File: src/rtl/bsa_pkg.sv
package bsa_pkg;
  function automatic int imax(input int x, input int y);
    return (x > y) ? x : y;
  endfunction
endpackage

File: src/rtl/bsa_delay.sv
module bsa_delay #(
  parameter int DEPTH = 1
) (
  input  logic clk,
  input  logic rst_n,
  input  logic din,
  output logic dout
);
  logic [DEPTH:0] tap;
  assign tap[0] = din;

  for (genvar i = 0; i < DEPTH; i++) begin : g_stage
    always_ff @(posedge clk or negedge rst_n) begin
      if (!rst_n) tap[i+1] <= 1'b0;
      else        tap[i+1] <= tap[i];
    end
  end

  assign dout = tap[DEPTH];
endmodule

File: src/rtl/bsa_sync_pick.sv
module bsa_sync_pick #(
  parameter int WORD_W = 16,
  parameter int LINE   = 0
) (
  input  logic [WORD_W-1:0] sync_bus,
  output logic              start
);
  localparam logic [WORD_W-1:0] MASK = WORD_W'(1) << LINE;
  assign start = |(sync_bus & MASK);
endmodule

File: src/rtl/bsa_add_core.sv
module bsa_add_core (
  input  logic clk,
  input  logic rst_n,
  input  logic start,
  input  logic a,
  input  logic b,
  output logic sum,
  output logic carry
);
  logic cin;
  assign cin = start ? 1'b0 : carry;

  always_ff @(posedge clk or negedge rst_n) begin
    if (!rst_n) begin
      sum   <= 1'b0;
      carry <= 1'b0;
    end else begin
      sum   <= a ^ b ^ cin;
      carry <= (a & b) | (a & cin) | (b & cin);
    end
  end
endmodule

File: src/rtl/bitser_align_add.sv
module bitser_align_add
  import bsa_pkg::*;
#(
  parameter int WORD_W = 16,
  parameter int DLY_A  = 2,
  parameter int DLY_B  = 5,
  parameter int LAT_W  = 8
) (
  input  logic              clk,
  input  logic              rst_n,
  input  logic [WORD_W-1:0] sync_bus,
  input  logic              a_bit,
  input  logic              b_bit,
  output logic              sum_bit,
  output logic [LAT_W-1:0]  out_latency
);
  localparam int DMAX     = imax(DLY_A, DLY_B);
  localparam int PAD_A    = DMAX - DLY_A;
  localparam int PAD_B    = DMAX - DLY_B;
  localparam int SYNC_IDX = DMAX % WORD_W;
  localparam int OUT_DLY  = DMAX + 1;

  logic a_al, b_al, start_w, carry_w;

  if (PAD_A > 0) begin : g_pad_a
    bsa_delay #(.DEPTH(PAD_A)) u_pad_a (
      .clk(clk), .rst_n(rst_n), .din(a_bit), .dout(a_al));
  end else begin : g_thru_a
    assign a_al = a_bit;
  end

  if (PAD_B > 0) begin : g_pad_b
    bsa_delay #(.DEPTH(PAD_B)) u_pad_b (
      .clk(clk), .rst_n(rst_n), .din(b_bit), .dout(b_al));
  end else begin : g_thru_b
    assign b_al = b_bit;
  end

  bsa_sync_pick #(.WORD_W(WORD_W), .LINE(SYNC_IDX)) u_pick (
    .sync_bus(sync_bus), .start(start_w));

  bsa_add_core u_core (
    .clk(clk), .rst_n(rst_n), .start(start_w),
    .a(a_al), .b(b_al), .sum(sum_bit), .carry(carry_w));

  assign out_latency = LAT_W'(OUT_DLY);
endmodule

File: config.mk
export PLATFORM = sky130hd
export DESIGN_NAME = bitser_align_add
export DESIGN_NICKNAME = d
export VERILOG_FILES = /design/src/rtl/bsa_pkg.sv /design/src/rtl/bsa_delay.sv /design/src/rtl/bsa_sync_pick.sv /design/src/rtl/bsa_add_core.sv /design/src/rtl/bitser_align_add.sv
export SDC_FILE = /design/constraint.sdc
export NUM_CORES = 1
export LEC_CHECK = 0
export ABC_AREA = 1
export BUFFER_PORTS_ARGS = -buffer_cell sky130_fd_sc_hd__buf_2
export CAP_MARGIN = 20
export CORE_AREA = 2 2 39 41
export DETAILED_ROUTE_END_ITERATION = 10
export DIE_AREA = 0 0 41 43
export PLACE_DENSITY = 0.53
export REMOVE_ABC_BUFFERS = 1
export SLEW_MARGIN = 10
export SYNTH_ARGS = -nofsm -noshare
export SYNTH_HDL_FRONTEND = slang
export SYNTH_HIERARCHICAL = 1
export SYNTH_SLANG_ARGS = --single-unit
File: constraint.sdc
create_clock -name clk -period 1.2 [get_ports clk]
set_input_delay 0 -clock clk [delete_from_list [all_inputs] [get_ports clk]]
set_output_delay 0 -clock clk [all_outputs]
set_load 0.05 [all_outputs]
; ---- After elaboration in Yosys (flattened, before gate mapping)
; Index checks and enable logic that the tools add are counted.
; W data, S select, Z words.
[word_totals]
ff_bits = 5
elab_cells = 13
out_inout_bits = 9
[classes]
n_bitwise = 7
n_mux = 1
[op_table]
columns = operator, n
row1 = $and A1 B1 Y1, 3
row2 = $or A1 B1 Y1, 2
row3 = $xor A1 B1 Y1, 2
row4 = $mux W1, 1

; ---- Logic depth before layout (Yosys ltp)
[logic_depth]
word_depth = 4
mapped_depth = 5
mapped_depth_nobuf = 4

; ---- By module
; Netlist, hierarchy kept.
[modules_own_cells]
columns = mod, cells_per_inst, area_per_inst_um2, seq_area_each_um2, n_inst
row1 = bsa_add_core, 9, 92.6, 50.0, 1
row2 = bsa_delay, 3, 75.1, 75.1, 1
row3 = bitser_align_add, 10, 67.6, 0.0, 1
row4 = bsa_sync_pick, 1, 7.5, 0.0, 1

; ---- Least setup slack after synthesis
; No wires, ideal clock.
[synth_path]
kind = register to register
start = register g_pad_a.u_pad_a.tap[3] (netlist: g_pad_a.u_pad_a/dout)
end = register u_core.sum
stages_incl_launch_ff = 4
setup_slack_ns = 0.190
arrival_ns = 0.896
period_less_slack_ns = 1.010
path_cell_list = dfrtp_1 > inv_1 > fa_1 > inv_1
[synth_via]
elab_chain_len = 2
[synth_lines]
columns = element, line
row1 = "start, declared", bsa_delay.sv:9  ; logic [DEPTH:0] tap;
row2 = "start signal, assigned by index", bsa_delay.sv:15  ; else tap[i+1] <= tap[i];
row3 = $xor A1 B1 Y1 (2 in series), bsa_add_core.sv:18  ; sum <= a ^ b ^ cin;
row4 = "end signal, assigned", bsa_add_core.sv:18
row5 = "end, declared", bsa_add_core.sv:7  ; output logic sum,
; Every way passes these cells.

; ---- Final worst setup path
; Ends and elaborated chain as after synthesis.

==> impl_results.md <==
* H-tree depth at 1
* Die footprint at 1760 um^2
* Startpoint class of the critical path: flip-flop
* Register area share after synthesis at 51.5%
* Leakage power at 0.164 nW
* First-pass GRT wire length at 400 um
* Dpl hpwl at 196 um
* Most common cell after layout, fill and taps aside: conb_1
* Peak supply drop at 0.723 mV
* Non-Filler Instances at 47
* Int Pwr at between 0.3 and 0.4 mW
* CP max stage delay at 520 ps
* Yosys reg bits at 5
* Root Buffer: clkbuf_4
* Post-CTS setup buffer count at 0
* Final min period at 1030 ps
* Final hold vios at 0
* Crit-path cells: inv_1, fa_1, inv_1
* Crit Path Category: reg2reg
* Initial antenna violation count at 0
* Layout cells sized above 1 at 25.8%
* Post-synth cell types at 6
* PortBufs at 5
* Avg Cell Area, Syn at approximately 11 um^2
* Clock latency on the worst-skew pair at 240 ps
* Cell family with most CP delay: adder cells
* Setup violators final at 0
* Logic pwr share at ~22%
* Pre-CTS setup slack at 173 ps
* Sequential group share of total power at 38.5%
* Reg area at between 100 and 150 um^2
* DR WL/cell at about 5.3 um
* Share of the synthesized area in the top cell type at 51.5%
* Post-route ant nets at 0
* NetSw at roughly 0.16 mW
* CTS tree: done
* First DRT Iteration DRCs at 2
* Placeable Area at 1380 um^2
* Crit Path Max Fanout at 1
* Worst Hold Class: in2async
* WP data arrival at 1170 ps
* Reg clk slew, reported paths at roughly 40 ps
* Area contributors post-synth: dfrtp_1, buf_4, fa_1
* Highest clock rate at roughly 1 GHz
* ANT cells at 0
* Initial core utilization at 17.5%
* Filler Cell Count at 161
* Slew Viols, Final at 0
* FP Rows at 14
* Setup crit start: g_pad_a.u_pad_a/dout
* Power Dens Cells at around 1700 nW/um^2
* CP most frequent cell: inv_1
* Die X at 41 um
* Post-layout net count at 53
* Maxcap violations at 0
* Critical path required time at ~1300 ps
* Placed insts at 41
* CTS sink cnt at 5
* IO Count at 29
* TritonCTS buffer count at 3
* Sw frac at 32.4%
* Routed wire length at 248 um
* DRC Markers at 0
* Resize count post-CTS at 0
* Worst setup EP type: flip-flop
* Syn Inst Count at 23
* Cell taking the most area after synthesis: dfrtp_1
* Pre-antenna DRT Iters at 4
* RSZ-0062 raised after global routing: false
* Area added between synthesis and finish at 19.1%
* CP max stage cell: fa_1
* Clock share of power at 39.9%
* Yosys warning total at 6
* Max Buffers Root-to-Sink at 2
* Die Ht at 43 um
* Highest-count cells in the layout ignoring fill and taps: conb_1, dfrtp_1, buf_2, inv_1, clkbuf_4
* Clock Skews at about 5.9 ps
* Status: completed
* Post-placement cell area at approximately 240 um^2
* Synth Cell Area at 243 um^2
* RePlAce Congestion at around 0.6
* Worst R2R Start: g_pad_a.u_pad_a/dout
* Final worst slack at between 150 and 200 ps
* Multi-input logic area at 53.8 um^2
* Number of global-route vias before repair at 105
* GR Overflow Total at 0
* Vias/cell at 2.85
* Largest net degree at the start of global routing at 6
* Tot GR Track Use at under 10%
* DR vias at 134
* CP Buf/Inv Count at 2
* Final worst-path cycle share at 85.8%
* Cell area after layout at a little under 300 um^2
* TNS Setup at 0 ps
worst paths after layout:
kind,endpoint,slack [ps],cells past startpoint
max in group asynchronous,g_pad_a.u_pad_a/tap[2],970,2
min in group clk,u_core/sum,140,4
worst max-delay path,u_core/sum,170,3
worst min-delay path,u_core/carry,100,2
worst max register to register,u_core/sum,170,3
worst min register to register,g_pad_a.u_pad_a/dout,340,0
stage by stage:
step	hold WS, ps	util (%)	power [mW]
global route	106	20.9	0.519
floorplan	-296	-	0.270
global placement	-182	17.5	0.285
CTS	93.8	20.9	0.492
finish	96.9	20.9	0.480
detailed placement	-182	17.5	0.287
kinds of logic (layout without fill, tap and decap cells):
kind of cell             after synthesis  count (layout)  share of synthesized area, %
adder cells (fa/ha/maj)                1               1                          8.25
flip-flops                             5               5                          51.5
other                                  2               8                          3.09
AND/OR/NAND/NOR                        1               1                          1.54
buffers and inverters                 14              16                          35.6
routing by layer:
layer  vias to the layer above  wire (um)  track usage [%]  share of wire [%]
li1                         61          -                -                  -
met1                        62         70             2.97                 28
met2                        11        114             4.38                 46
met3                         0         63             9.42                 25
met4                         0          0             4.00                  0
met5                         -          0                0                  0
state kept, by name, indices dropped and copies added (netlist names):
signal,flops
u_core/carry,1
g_pad_a.u_pad_a/tap,2
u_core/sum,1
g_pad_a.u_pad_a/dout,1
power by group through the flow:
stage	combinational, mW	sequential, mW	clock [mW]
6_report	0.104	0.185	0.192
5_1_grt	0.112	0.186	0.221
4_1_cts	0.104	0.185	0.203
3_5_place_dp	0.0991	0.188	0
3_3_place_gp	0.0985	0.187	0
2_1_floorplan	0.0637	0.207	0
what timing repair did:
item | 4_1_cts | 5_1_grt
hold buffers | 2 | 0
endpoints found under the setup margin | 0 | 0
endpoints found under the hold margin | 6 | 0
cell usage after synthesis, drive strengths merged:
cell,instances
buf,9
inv,5
conb,2
nand2,1
fa,1
dfrtp,5
cell type report:
cell class / count / share of cell area [%]
multi-input combinational: 10 / 18.6
inverter: 5 / 6.49
tap: 16 / 6.93
clock buffer: 4 / 9.09
timing repair buffer: 7 / 15.6
sequential: 5 / 43.3
(Power assumes the default switching activity.)
